==> config.mk <==
export PLATFORM = sky130hd
export DESIGN_NAME = rcd_dbg_unit
export DESIGN_NICKNAME = d
export VERILOG_FILES = /design/src/rtl/rcd_pkg.sv /design/src/rtl/rcd_run_fsm.sv /design/src/rtl/rcd_event_ctr.sv /design/src/rtl/rcd_msg_fifo.sv /design/src/rtl/rcd_read_port.sv /design/src/rtl/rcd_dbg_unit.sv
export SDC_FILE = /design/constraint.sdc
export NUM_CORES = 1
export LEC_CHECK = 0
export BUFFER_PORTS_ARGS = -buffer_cell sky130_fd_sc_hd__buf_2
export CORE_MARGIN = 3
export CORE_UTILIZATION = 40
export DETAILED_ROUTE_END_ITERATION = 10
export GPL_TIMING_DRIVEN = 1
export PLACE_DENSITY = 0.75
export SETUP_SLACK_MARGIN = 0.02
export SYNTH_ARGS = -nofsm -noshare
export SYNTH_HDL_FRONTEND = slang
export SYNTH_SLANG_ARGS = --single-unit
export TNS_END_PERCENT = 5
==> constraint.sdc <==
create_clock -name clk -period 4.02 [get_ports clk]
set_input_delay 0.201 -clock clk [delete_from_list [all_inputs] [get_ports clk]]
set_output_delay 0.201 -clock clk [all_outputs]
set_load 0.05 [all_outputs]
==> src/rtl/rcd_pkg.sv <==
package rcd_pkg;

   typedef enum logic [3:0] {
      OP_NOP   = 4'd0,
      OP_START = 4'd1,
      OP_STOP  = 4'd2,
      OP_STEP  = 4'd3,
      OP_WRPC  = 4'd4,
      OP_SETBP = 4'd5,
      OP_CLRBP = 4'd6,
      OP_RDREG = 4'd7,
      OP_RDMEM = 4'd8
   } rcd_op_e;

   typedef enum logic [1:0] {
      ST_HALT = 2'd0,
      ST_RUN  = 2'd1,
      ST_STEP = 2'd2
   } rcd_state_e;

endpackage

==> src/rtl/rcd_run_fsm.sv <==
module rcd_run_fsm
   import rcd_pkg::*;
#(
   parameter int XLEN   = 32,
   parameter int STEP_W = 32
) (
   input  logic              clk,
   input  logic              rst_n,
   input  logic              cmd_valid,
   input  logic [3:0]        cmd_op,
   input  logic [XLEN-1:0]   cmd_arg,
   input  logic [XLEN-1:0]   fetch_pc,
   input  logic              retired,
   input  logic              fifo_full,
   output logic              core_go,
   output logic              halted,
   output logic              pc_wr_en,
   output logic [XLEN-1:0]   pc_wr_data,
   output rcd_state_e        state_o,
   output logic [STEP_W-1:0] step_cnt_o
);

   if (STEP_W < 1 || STEP_W > XLEN) begin : g_bad_step_w
      $error("rcd_run_fsm: STEP_W must lie in 1..XLEN");
   end

   rcd_state_e        state_q;
   logic [STEP_W-1:0] step_cnt_q;
   logic              bp_armed_q;
   logic [XLEN-1:0]   bp_addr_q;
   logic              bp_skip_q;

   logic is_start, is_stop, is_step, is_wrpc, is_setbp, is_clrbp;
   logic step_ok, bp_hit, active;

   always_comb begin
      is_start = cmd_valid && (cmd_op == OP_START);
      is_stop  = cmd_valid && (cmd_op == OP_STOP);
      is_step  = cmd_valid && (cmd_op == OP_STEP);
      is_wrpc  = cmd_valid && (cmd_op == OP_WRPC);
      is_setbp = cmd_valid && (cmd_op == OP_SETBP);
      is_clrbp = cmd_valid && (cmd_op == OP_CLRBP);
      step_ok  = is_step && (cmd_arg[STEP_W-1:0] != '0);
      active   = (state_q != ST_HALT);
      bp_hit   = bp_armed_q && (fetch_pc == bp_addr_q) && !bp_skip_q;
      core_go  = active && !fifo_full && !bp_hit;
      halted   = !active;
      pc_wr_en   = is_wrpc && !active;
      pc_wr_data = cmd_arg;
   end

   always_ff @(posedge clk) begin
      if (!rst_n) begin
         state_q    <= ST_HALT;
         step_cnt_q <= '0;
      end else if (is_stop) begin
         state_q <= ST_HALT;
      end else if (step_ok) begin
         state_q    <= ST_STEP;
         step_cnt_q <= cmd_arg[STEP_W-1:0];
      end else if (is_start) begin
         state_q <= ST_RUN;
      end else if (active && bp_hit) begin
         state_q <= ST_HALT;
      end else if (state_q == ST_STEP && retired) begin
         step_cnt_q <= step_cnt_q - STEP_W'(1);
         if (step_cnt_q == STEP_W'(1)) begin
            state_q <= ST_HALT;
         end
      end
   end

   always_ff @(posedge clk) begin
      if (!rst_n) begin
         bp_armed_q <= 1'b0;
         bp_addr_q  <= '0;
      end else if (is_setbp) begin
         bp_armed_q <= 1'b1;
         bp_addr_q  <= cmd_arg;
      end else if (is_clrbp) begin
         bp_armed_q <= 1'b0;
      end
   end

   always_ff @(posedge clk) begin
      if (!rst_n) begin
         bp_skip_q <= 1'b0;
      end else if (!active && (is_start || step_ok)) begin
         bp_skip_q <= 1'b1;
      end else if (retired) begin
         bp_skip_q <= 1'b0;
      end
   end

   assign state_o    = state_q;
   assign step_cnt_o = step_cnt_q;

endmodule

==> src/rtl/rcd_event_ctr.sv <==
module rcd_event_ctr #(
   parameter int W        = 32,
   parameter bit SATURATE = 1'b0
) (
   input  logic         clk,
   input  logic         rst_n,
   input  logic         inc,
   output logic [W-1:0] q
);

   localparam logic [W-1:0] MAXV = '1;

   if (W < 2) begin : g_bad_w
      $error("rcd_event_ctr: W must be at least 2");
   end

   logic [W-1:0] q_r;

   if (SATURATE) begin : g_sat
      always_ff @(posedge clk) begin
         if (!rst_n) begin
            q_r <= '0;
         end else if (inc && (q_r != MAXV)) begin
            q_r <= q_r + W'(1);
         end
      end
   end else begin : g_wrap
      always_ff @(posedge clk) begin
         if (!rst_n) begin
            q_r <= '0;
         end else if (inc) begin
            q_r <= q_r + W'(1);
         end
      end
   end

   assign q = q_r;

endmodule

==> src/rtl/rcd_msg_fifo.sv <==
module rcd_msg_fifo #(
   parameter int W     = 32,
   parameter int DEPTH = 4
) (
   input  logic         clk,
   input  logic         rst_n,
   input  logic         push,
   input  logic [W-1:0] push_data,
   input  logic         pop,
   output logic         out_valid,
   output logic [W-1:0] out_data,
   output logic         full
);

   localparam int AW = (DEPTH > 1) ? $clog2(DEPTH) : 1;

   if (DEPTH < 2 || (DEPTH & (DEPTH - 1)) != 0) begin : g_bad_depth
      $error("rcd_msg_fifo: DEPTH must be a power of two, at least 2");
   end

   logic [W-1:0]  store [DEPTH];
   logic [AW-1:0] wr_ptr, rd_ptr;
   logic [AW:0]   level;
   logic          push_ok, pop_ok;

   always_comb begin
      full      = (level == (AW+1)'(DEPTH));
      out_valid = (level != '0);
      push_ok   = push && !full;
      pop_ok    = pop && out_valid;
      out_data  = store[rd_ptr];
   end

   always_ff @(posedge clk) begin
      if (push_ok) begin
         store[wr_ptr] <= push_data;
      end
   end

   always_ff @(posedge clk) begin
      if (!rst_n) begin
         wr_ptr <= '0;
         rd_ptr <= '0;
         level  <= '0;
      end else begin
         if (push_ok) begin
            wr_ptr <= wr_ptr + AW'(1);
         end
         if (pop_ok) begin
            rd_ptr <= rd_ptr + AW'(1);
         end
         case ({push_ok, pop_ok})
            2'b10:   level <= level + (AW+1)'(1);
            2'b01:   level <= level - (AW+1)'(1);
            default: level <= level;
         endcase
      end
   end

endmodule

==> src/rtl/rcd_read_port.sv <==
module rcd_read_port
   import rcd_pkg::*;
#(
   parameter int XLEN  = 32,
   parameter int IDX_W = 5
) (
   input  logic             clk,
   input  logic             rst_n,
   input  logic             cmd_valid,
   input  logic [3:0]       cmd_op,
   input  logic [XLEN-1:0]  cmd_arg,
   input  logic             halted,
   output logic [IDX_W-1:0] rf_idx,
   input  logic [XLEN-1:0]  rf_data,
   output logic [XLEN-1:0]  mem_addr,
   input  logic [XLEN-1:0]  mem_data,
   output logic             rsp_valid,
   output logic [XLEN-1:0]  rsp_data
);

   if (IDX_W < 1 || IDX_W > XLEN) begin : g_bad_idx_w
      $error("rcd_read_port: IDX_W must lie in 1..XLEN");
   end

   logic            pend_q;
   logic            pend_mem_q;
   logic [XLEN-1:0] pend_arg_q;
   logic            is_rd_reg, is_rd_mem, accept;

   always_comb begin
      is_rd_reg = cmd_valid && (cmd_op == OP_RDREG);
      is_rd_mem = cmd_valid && (cmd_op == OP_RDMEM);
      accept    = (is_rd_reg || is_rd_mem) && !pend_q;
      rf_idx    = pend_arg_q[IDX_W-1:0];
      mem_addr  = pend_arg_q;
   end

   always_ff @(posedge clk) begin
      if (!rst_n) begin
         pend_q     <= 1'b0;
         pend_mem_q <= 1'b0;
         pend_arg_q <= '0;
         rsp_valid  <= 1'b0;
         rsp_data   <= '0;
      end else begin
         rsp_valid <= 1'b0;
         if (pend_q && halted) begin
            rsp_valid <= 1'b1;
            rsp_data  <= pend_mem_q ? mem_data : rf_data;
            pend_q    <= 1'b0;
         end else if (accept) begin
            pend_q     <= 1'b1;
            pend_mem_q <= is_rd_mem;
            pend_arg_q <= cmd_arg;
         end
      end
   end

endmodule

==> src/rtl/rcd_dbg_unit.sv <==
module rcd_dbg_unit
   import rcd_pkg::*;
#(
   parameter int XLEN       = 32,
   parameter int IDX_W      = 5,
   parameter int STEP_W     = 32,
   parameter int CNT_W      = 32,
   parameter int FIFO_DEPTH = 4,
   parameter bit CNT_SAT    = 1'b0
) (
   input  logic             clk,
   input  logic             rst_n,
   input  logic             cmd_valid,
   input  logic [3:0]       cmd_op,
   input  logic [XLEN-1:0]  cmd_arg,
   output logic             rsp_valid,
   output logic [XLEN-1:0]  rsp_data,
   output logic [XLEN-1:0]  pc_out,
   output logic [CNT_W-1:0] cyc_count,
   output logic [CNT_W-1:0] inst_count,
   output logic             halted,
   output logic             msg_valid,
   output logic [XLEN-1:0]  msg_data,
   input  logic             msg_ready,
   input  logic [XLEN-1:0]  core_fetch_pc,
   output logic             core_go,
   input  logic             core_retired,
   input  logic             core_msg_valid,
   input  logic [XLEN-1:0]  core_msg_data,
   output logic             core_pc_wr_en,
   output logic [XLEN-1:0]  core_pc_wr_data,
   output logic [IDX_W-1:0] core_rf_idx,
   input  logic [XLEN-1:0]  core_rf_data,
   output logic [XLEN-1:0]  core_mem_addr,
   input  logic [XLEN-1:0]  core_mem_data
);

   if (XLEN < 8) begin : g_bad_xlen
      $error("rcd_dbg_unit: XLEN must be at least 8");
   end

   logic              fifo_full;
   logic              msg_push;
   rcd_state_e        fsm_state;
   logic [STEP_W-1:0] step_cnt;

   assign pc_out   = core_fetch_pc;
   assign msg_push = core_retired && core_msg_valid;

   rcd_run_fsm #(
      .XLEN   (XLEN),
      .STEP_W (STEP_W)
   ) i_fsm (
      .clk        (clk),
      .rst_n      (rst_n),
      .cmd_valid  (cmd_valid),
      .cmd_op     (cmd_op),
      .cmd_arg    (cmd_arg),
      .fetch_pc   (core_fetch_pc),
      .retired    (core_retired),
      .fifo_full  (fifo_full),
      .core_go    (core_go),
      .halted     (halted),
      .pc_wr_en   (core_pc_wr_en),
      .pc_wr_data (core_pc_wr_data),
      .state_o    (fsm_state),
      .step_cnt_o (step_cnt)
   );

   rcd_event_ctr #(
      .W        (CNT_W),
      .SATURATE (CNT_SAT)
   ) i_cyc_ctr (
      .clk   (clk),
      .rst_n (rst_n),
      .inc   (!halted),
      .q     (cyc_count)
   );

   rcd_event_ctr #(
      .W        (CNT_W),
      .SATURATE (CNT_SAT)
   ) i_inst_ctr (
      .clk   (clk),
      .rst_n (rst_n),
      .inc   (core_retired),
      .q     (inst_count)
   );

   rcd_msg_fifo #(
      .W     (XLEN),
      .DEPTH (FIFO_DEPTH)
   ) i_msg_fifo (
      .clk       (clk),
      .rst_n     (rst_n),
      .push      (msg_push),
      .push_data (core_msg_data),
      .pop       (msg_ready),
      .out_valid (msg_valid),
      .out_data  (msg_data),
      .full      (fifo_full)
   );

   rcd_read_port #(
      .XLEN  (XLEN),
      .IDX_W (IDX_W)
   ) i_rd_port (
      .clk       (clk),
      .rst_n     (rst_n),
      .cmd_valid (cmd_valid),
      .cmd_op    (cmd_op),
      .cmd_arg   (cmd_arg),
      .halted    (halted),
      .rf_idx    (core_rf_idx),
      .rf_data   (core_rf_data),
      .mem_addr  (core_mem_addr),
      .mem_data  (core_mem_data),
      .rsp_valid (rsp_valid),
      .rsp_data  (rsp_data)
   );

endmodule

=== Word-level counts from Yosys, hierarchy flattened ===
Memories as Yosys holds them, arrays and structs flattened. A register that Yosys moved wholly into a read port is not among the register bits.
Index checks and enable logic that the tools add are counted.

* Output and inout bits: 234
* Memories kept: 1
* Word-level logic and storage cells: 110
* Input port bits: 170
* Register bits: 206
* Bits in writable memories: 128

* Reduce and logical (&&, ||, !) cells: 47
* Eq/ne operators: 16
* Bitwise logic cells: 3
* $add $sub $neg: 7
* Mux-type cells: 20

{| class="wikitable"
|+ Memories
! name !! depth !! width !! read ports !! clocked after memory_dff !! write ports !! RTL line !! RTL
|-
| i_msg_fifo.store || 4 || 32 || 1 || 1 || 1 || rcd_msg_fifo.sv:21 || <nowiki>logic [W-1:0] store [DEPTH];</nowiki>
|}

{| class="wikitable"
|+ Operators with widths
! kind !! number
|-
| $mux 32 || 5
|-
| $add 32x1->32 const B || 2
|-
| $eq 32x1->1 const B || 1
|-
| $eq 32x32->1 || 1
|-
| $reduce_bool 32->1 || 1
|-
| $sub 32x1->32 const B || 1
|-
| $logic_and 1x1->1 || 22
|-
| $eq 4x3->1 const B || 4
|-
| $mux 2 || 7
|-
| $reduce_bool 2->1 || 5
|-
| $reduce_bool 3->1 || 3
|-
| $eq 4x2->1 const B || 2
|-
| $reduce_bool 4->1 || 2
|-
| $mux 1 || 7
|-
| $pmux 3 s2 || 1
|-
| $reduce_and 2->1 || 3
|-
| $logic_not 1->1 || 5
|-
| $add 2x1->2 const B || 2
|-
| $eq 2x2->1 const B || 2
|-
| $eq 4x1->1 const B || 1
|-
| $eq 4x4->1 const B || 1
|-
| $reduce_and 4->1 || 1
|-
| $reduce_or 2->1 || 2
|-
| $add 3x1->3 const B || 1
|-
| 8 further kinds || 11
|}

=== Longest topological paths before layout ===
Gate-level depths: netlist of run 1.

* Depth in word-level cells: 7
* Gate-level depth with buffers: 11
* Gate-level depth less buffers: 10

=== By module ===
Synthesis of run 1 repeated with hierarchy kept, for this count alone.

* Cell total of the unflattened synthesis: 1380
* Area total of the unflattened synthesis: 15090.7 sq um

{| class="wikitable"
|+ By module, submodules not included
! module !! sequential area each (sq um) !! area each (sq um) !! cells each !! times used
|-
| rcd_msg_fifo || 4023.9 || 5156.2 || 219 || 1
|-
| rcd_run_fsm || 1361.3 || 3824.9 || 479 || 1
|-
| rcd_event_ctr || 640.6 || 1562.7 || 176 || 2
|-
| rcd_read_port || 1341.3 || 2733.9 || 296 || 1
|-
| rcd_dbg_unit || 0.0 || 250.2 || 34 || 1
|}

=== Least setup slack after synthesis of run 1 ===
OpenSTA, ideal clock, no wires.

* Path kind: register to register
* Start: reg i_fsm.step_cnt_q[8], in the netlist i_fsm.step_cnt_o[8]
* End: reg i_fsm.step_cnt_q[29], in the netlist i_fsm.step_cnt_o[29]
* Period minus slack after synthesis: 2702 ps
* Setup time: 134 ps
* Arrival: 2567 ps
* Cell stages (with the launch flop): 8
* Setup slack: 1318 ps
* Data required time: 3886 ps
* Cell sequence: dfxtp_1 > or4_4 > or4_1 > buf_2 > or3_4 > or3_1 > o311ai_0 > o31ai_1

* Cells in the longest elaborated chain, start to end: 5

{| class="wikitable"
|+ Ends and longest elaborated chain
! what !! RTL line !! RTL
|-
| start, declared || rcd_run_fsm.sv:28 || <nowiki>logic [STEP_W-1:0] step_cnt_q;</nowiki>
|-
| start signal, assigned || rcd_run_fsm.sv:60 || <nowiki>step_cnt_q <= cmd_arg[STEP_W-1:0];</nowiki>
|-
| start signal, assigned || rcd_run_fsm.sv:66 || <nowiki>step_cnt_q <= step_cnt_q - STEP_W'(1);</nowiki>
|-
| $sub 32x1->32 || rcd_run_fsm.sv:66 ||
|-
| $mux 32 || rcd_run_fsm.sv:65 || <nowiki>end else if (state_q == ST_STEP && retired) begin</nowiki>
|-
| $mux 32 || rcd_run_fsm.sv:63 || <nowiki>end else if (active && bp_hit) begin</nowiki>
|-
| $mux 32 || rcd_run_fsm.sv:61 || <nowiki>end else if (is_start) begin</nowiki>
|-
| $mux 32 || rcd_run_fsm.sv:58 || <nowiki>end else if (step_ok) begin</nowiki>
|}

No other way between the ends. The select of a mux whose other input is x is not followed.
A chain may end at the register's enable or synchronous reset.

=== Worst setup path in the final report of run 1 ===
Same ends and word-level chain as after synthesis.

==> impl_metrics.csv, run 1 <==
group,metric,value,unit
status,status,"complete, no violations",
sta,max_freq,334.1,MHz
cells_and_area,final_common_cell,"buf_2",
synth,synth.top_cells.by_area,"dfxtp_1 28%, edfxtp_1 26%, nand2_1 5.5%",
synth,netlist.area_leader.share,0.2796,
clock_network,cts_tree,"yes",
sta,setup_tns,0,ns
drt,drt_pass1_iterations,5,
die,die-area,39590,µm²
drt,drt_iter0_drc,871,
clock_network,cts_htree_levels,2,
synth,yosysUniqueCellTypes,51,
sta,tightest_slew,1.147,ns
cells_and_area,layout.cells.non_filler,2320,
synth,yosys.area.top_type,"dfxtp_1",
drt,wire_per_inst,19.05,µm
drt,antenna_left,0,
die,placementRows,70,
synth,synth_cells,1400,
sta,hold_viol,0,
global_route,grt_use_total,0.2148,
synth,yosysWarningCount,0,
clock_network,cts.sinks,336,
worst_setup_path,endpoint_kind,"flop",
min_path,hold_class,"input port to flop",
placed_design,placed_cell_area,16820,µm²
sta,finalCritPeriodShare,0.7446,
synth,synth_edf_count,128,
worst_setup_path,critPathKind,"flop to flop",
sta,period_needed,2.993,ns
placed_design,dp_cells,2138,
clock_network,clk_pin_slew_worst_paths,0.06,ns
worst_setup_path,cp_max_fo,14,
global_route,grt_pass1_wl,67.67,mm
worst_setup_path,crit_required,4.40,ns
global_route,grt_max_degree,78,
global_route,grt_antenna_before_repair,2,
synth,syn_avg_cell_area,10.64,µm²
die,die_h,199.0,µm
clock_network,clockRootBuffer,"clkbuf_16",
drt,vias_per_cell,5.300,
worst_setup_path,cp-start-kind,"flop",
synth,synth_nets,1580,
die,die_w,199.0,µm
clock_network,cts_buffers,37,
drt,drt_wl_total,44.20,mm
synth,synth_ff_type,"dfxtp_1",
die,initial_core_util,0.4059,
power_and_ir_drop,p_sw_frac,0.3013,
cells_and_area,most-common-layout-cells,"402 x buf_2, 220 x nand2_1, 205 x dfxtp_1, 128 x edfxtp_1, 113 x dlygate4sd3_1",
global_route,overflow,0,
cells_and_area,nNetsFinal,2002,
power_and_ir_drop,p_sw,2.742,mW
synth,ys_seq_elements,336,
drt,drc,0,
sta,maxSlewViolCount,0,
job,cap_violations,0,
clock_network,worstSkewPairLatency,0.53,ns
die,core,36700,µm²
clock_network,cts-resized-gates,0,
placed_design,io_buffers,403,
placed_design,dp_hpwl,29.28,mm
sta,setup-violations-final,0,
power_and_ir_drop,p_per_area,474.2,nW/µm²
cells_and_area,layout-area-overhead-vs-synth,28.84,%
synth,ys_async_sr_fraction,0,
power_and_ir_drop,power_leakage,7.565,nW
power_and_ir_drop,p_comb_frac,0.209,
drt,vias,12300,
sta,rsz0062_at_grt,"no",
synth,synth_seq_area_share,0.5376,
worst_setup_path,arrival,3.38,ns
sta,slew_headroom,0.2332,
power_and_ir_drop,irDropWorstVdd,0.0003015,V
power_and_ir_drop,pwr-share-seq,0.414,
placed_design,place_congestion,0.9106,
sta,clock_skew,0.02108,ns
synth,netlist_area,14890,µm²
cells_and_area,drive_gt1_frac,0.2843,
die,boundaryPins,404,
power_and_ir_drop,pwr-share-clk,0.377,
global_route,grt_pass1_vias,12270,
cells_and_area,postLayoutCellArea,19190,µm²
clock_network,clock_path_buffers,3,
power_and_ir_drop,intPower,6.359,mW
clock_network,cts_setup_buffers,0,
==> layer usage <==
metal  up-vias  GRT usage  wire, µm
li1       5766          -         -
met1      5869     0.2754     17750
met2       564     0.3567     21080
met3        96    0.05149      3887
met4         0    0.07548      1484
met5         -          0         0
==> per-stage QoR <==
stage / power, mW / hold slack (ns) / setup WS, ns / utilization
after global routing: 9.452 / 0.02559 / 0.9394 / 0.5228
after detailed placement: 5.644 / 0.4207 / 1.066 / 0.4583
after floorplan: 5.208 / 0.2999 / 1.318 / -
after CTS: 9.160 / 0.0008339 / 1.050 / 0.5228
after global placement: 5.613 / 0.4122 / 1.066 / 0.4583
final: 9.100 / 0.03162 / 1.027 / 0.5229
==> critical path, cell delays in order, from the launching register on <==
cell	delay, ns
dfxtp_1	0.36
or4_4	0.58
or4_1	0.55
or3_4	0.53
or3_1	0.41
o311ai_0	0.29
o31ai_1	0.12
==> worst paths after layout <==
| path | endpoint | slack (ns) | from | cells past startpoint |
|---|---|---|---|---|
| setup / recovery | i_fsm.step_cnt_o[29] | 1.03 | i_fsm.step_cnt_o[8] | 6 |
| hold / removal | i_fsm.bp_addr_q[1] | 0.03 | cmd_arg[1] | 3 |
| setup reg to reg | i_fsm.step_cnt_o[29] | 1.03 | i_fsm.step_cnt_o[8] | 6 |
| hold reg to reg | i_rd_port.rsp_data[24] | 0.45 | i_rd_port.rsp_data[24] | 2 |
==> cell usage after synthesis (8+ instances only) <==
cell      number
buf_4         69
inv_1         16
ha_1           9
nand2_1      220
o21ai_0       63
clkbuf_1      71
nor3_1        33
and4_1         8
a21oi_1       16
and2_1        74
xor2_1        20
nor4_1        34
mux4_2        32
edfxtp_1     128
mux2i_1       34
xnor2_1       68
nor2b_1       13
nor2_1        19
o31ai_1        8
o32ai_1        9
nand3_1       31
or3_1         32
nand4_1       24
and3_1        16
o22ai_1       14
a21boi_0      79
dfxtp_1      208
==> state kept, by name (all words and copies together) (netlist names), named ones only <==
name                  count
i_fsm.bp_armed_q          1
i_rd_port.pend_mem_q      1
i_msg_fifo.store        128
i_msg_fifo.level          3
i_fsm.state_o             2
i_inst_ctr.q             32
i_cyc_ctr.q              32
i_fsm.bp_addr_q          32
i_msg_fifo.rd_ptr         2
i_fsm.bp_skip_q           1
i_rd_port.pend_q          1
i_rd_port.rsp_valid       1
i_rd_port.rsp_data       32
i_fsm.step_cnt_o         32
i_rd_port.mem_addr       32
i_msg_fifo.wr_ptr         2
==> power by group through the flow <==
stage | combinational, mW | clock [mW] | sequential [mW]
6_report | 1.90 | 3.43 | 3.77
2_1_floorplan | 1.39 | 0 | 3.82
3_5_place_dp | 1.80 | 0 | 3.85
3_3_place_gp | 1.77 | 0 | 3.84
4_1_cts | 1.89 | 3.50 | 3.78
5_1_grt | 2.02 | 3.64 | 3.79
==> cells by family (layout without fill, tap and decap cells) <==
| group | after synthesis | after routing | share of synthesized area |
|---|---|---|---|
| compound gates | 208 | 208 | 0.09216 |
| buf+inv | 165 | 615 | 0.05906 |
| other cells | 0 | 2 | 0 |
| mux | 66 | 66 | 0.07124 |
| simple gates | 527 | 527 | 0.1793 |
| flops | 336 | 336 | 0.5376 |
| fa+ha+maj | 10 | 10 | 0.008905 |
| xor+xnor | 88 | 88 | 0.05175 |
==> layout make-up <==
cell class / instances / area [µm²]
flip-flops and latches: 336 / 8011
fillers: 3145 / 17510
repair buffers: 531 / 3263
inverters: 17 / 63.81
clock inverters: 16 / 175.2
diodes: 2 / 5.005
clock buffers: 51 / 1060
multi-input cells: 899 / 6026
well taps: 468 / 585.6
==> repair_timing <==
item,4_1_cts,5_1_grt
endpoints found under the setup margin,0,0
hold endpoints to repair,187,0
hold buffers,113,0
Power figures use the tool's default switching activity.
==> run 2, diff against run 1 <==
Settings changed: PLACE_DENSITY 0.75 to 0.77.
Clock period 4.02 ns to 2.43 ns, I/O delays scaled along.
==> run 2 against run 1 <==
Compared with the run above: the flow now finishes with violations (negative setup slack); non-clock buffer count grew 50; power grew 66%; global-route usage grew 0.75 points; sequential power grew 62%; cell count grew 2.1%; core utilization grew 1.4 points; first-iteration DRC count grew 29%; hold slack lost 0.0092 ns; clock power grew 62%; clock skew shrank 0.0064 ns; via count grew 2.8%.
==> impl_metrics.csv, run 2 (synthesis gave the netlist of run 1 again) <==
group,metric,value,unit
cells_and_area,final_common_cell,"buf_2",
worst_setup_path,cpMostUsedCell,"or4_4",
power_and_ir_drop,p_sw_frac,0.3019,
placed_design,dp_hpwl,29.73,mm
cells_and_area,most-common-layout-cells,"402 x buf_2, 220 x nand2_1, 206 x dfxtp_1, 128 x edfxtp_1, 127 x dlygate4sd3_1",
power_and_ir_drop,p_sw,4.572,mW
drt,wire_per_inst,19.31,µm
cells_and_area,layout-area-overhead-vs-synth,32.33,%
worst_setup_path,cp_num_buf_inv,0,
drt,drt_wl_total,45.75,mm
clock_network,clock_path_buffers,3,
drt,vias_per_cell,5.335,
sta,clock_skew,0.01463,ns
clock_network,clk_pin_slew_worst_paths,0.06,ns
power_and_ir_drop,intPower,10.57,mW
status,violations,"negative setup slack",
sta,slew_headroom,0.6030,
sta,setup_tns,-0.3578,ns
cells_and_area,drive_gt1_frac,0.3007,
cells_and_area,top_register,"i_msg_fifo.store",
global_route,grt_pass1_vias,12760,
min_path,hold_class,"input port to flop",
global_route,grt_pass1_wl,70.23,mm
cells_and_area,layout.cells.non_filler,2369,
worst_setup_path,endpoint_kind,"flop",
sta,rsz0062_at_grt,"yes",
clock_network,cts_setup_buffers,0,
power_and_ir_drop,p_comb_frac,0.229,
placed_design,io_buffers,403,
cells_and_area,largest_reg_flops,128,
drt,antenna_left,0,
drt,drt_pass1_iterations,6,
placed_design,place_congestion,0.8863,
clock_network,clockRootBuffer,"clkbuf_16",
die,die_h,199.0,µm
worst_setup_path,critPathMaxStageDelay,0.53,ns
worst_setup_path,crit_required,2.82,ns
die,core,36700,µm²
worst_setup_path,path_cells,"or4_4 -> or4_4 -> or3_4 -> or3_1 -> o311ai_1 -> o31ai_1",
global_route,overflow,0,
global_route,grt_use_total,0.2223,
job,cap_violations,0,
worst_setup_path,cp_max_fo,4,
power_and_ir_drop,p_per_area,768.2,nW/µm²
global_route,grt_antenna_before_repair,1,
power_and_ir_drop,pwr-share-clk,0.367,
worst_setup_path,critPathKind,"flop to flop",
sta,finalCritPeriodShare,1.045,
drt,drc,0,
worst_setup_path,cp-start-kind,"flop",
drt,vias,12640,
power_and_ir_drop,irDropWorstVdd,0.0004948,V
power_and_ir_drop,pwr-share-seq,0.404,
cells_and_area,nNetsFinal,2052,
die,die_w,199.0,µm
clock_network,cts_htree_levels,2,
sta,hold_viol,0,
sta,setup_ws,-0.1104,ns
sta,max_freq,393.6,MHz
cells_and_area,fin_util,0.5371,
sta,tightest_slew,0.5955,ns
status,status,"complete, but fails checks",
worst_setup_path,critPathSlowestCell,"or4_4",
sta,whs,0.02237,ns
die,initial_core_util,0.4059,
clock_network,cts.sinks,336,
die,placementRows,70,
clock_network,worstSkewPairLatency,0.52,ns
placed_design,dp_slack,-0.1300,ns
clock_network,cts_buffers,37,
sta,setup-violations-final,7,
placed_design,dp_cells,2174,
sta,maxSlewViolCount,0,
die,boundaryPins,404,
worst_setup_path,cp_top_family,"simple AND/OR/NAND/NOR gates",
die,die-area,39590,µm²
drt,drt_iter0_drc,1122,
clock_network,cts_tree,"yes",
global_route,grt_max_degree,68,
power_and_ir_drop,power_leakage,7.833,nW
sta,period_needed,2.540,ns
worst_setup_path,arrival,2.93,ns
## run 2: per-layer routing
layer,share of wire,vias to the layer above,track usage
li1,-,5864,-
met1,0.40,6056,0.2873
met2,0.48,617,0.3702
met3,0.088,101,0.04997
met4,0.031,0,0.07574
met5,0,-,0
## run 2: final timing paths
path	start	endpoint	slack [ns]	cells after the start
max	i_fsm.step_cnt_o[11]	i_fsm.step_cnt_o[31]	-0.11	6
min	rst_n	i_rd_port.mem_addr[31]	0.02	2
max reg2reg	i_fsm.step_cnt_o[11]	i_fsm.step_cnt_o[31]	-0.11	6
min reg2reg	i_rd_port.mem_addr[6]	i_rd_port.mem_addr[6]	0.46	2
## run 2: repair_timing
action,in CTS,in global routing
hold endpoints to repair,225,0
setup endpoints to repair,12,15
pin swaps,3,1
gates resized for setup,5,9
hold buffers,127,0
## run 2: area by class of cell
class                   count  area [µm²]
diodes                      2       5.005
clock buffers              53        1077
clock inverters            13       131.4
fillers                  3025       16990
inverters                  17       63.81
multi-input cells         899        6100
flip-flops and latches    336        8010
well taps                 468       585.6
repair buffers            581        3736
## run 2: power by group through the flow
stage	combinational, mW	sequential (mW)	clock, mW
floorplan	2.30	6.32	0
global placement	3.15	6.23	0
detailed placement	3.21	6.24	0
CTS	3.40	6.12	5.65
global route	3.68	6.14	5.90
finish	3.46	6.12	5.56
## run 2: metrics by stage
stage	power [mW]	instance area, µm²
after floorplan	8.626	14910
final	15.14	19710
after global placement	9.381	17160
after detailed placement	9.450	17160
after global routing	15.72	19710
after CTS	15.17	19660
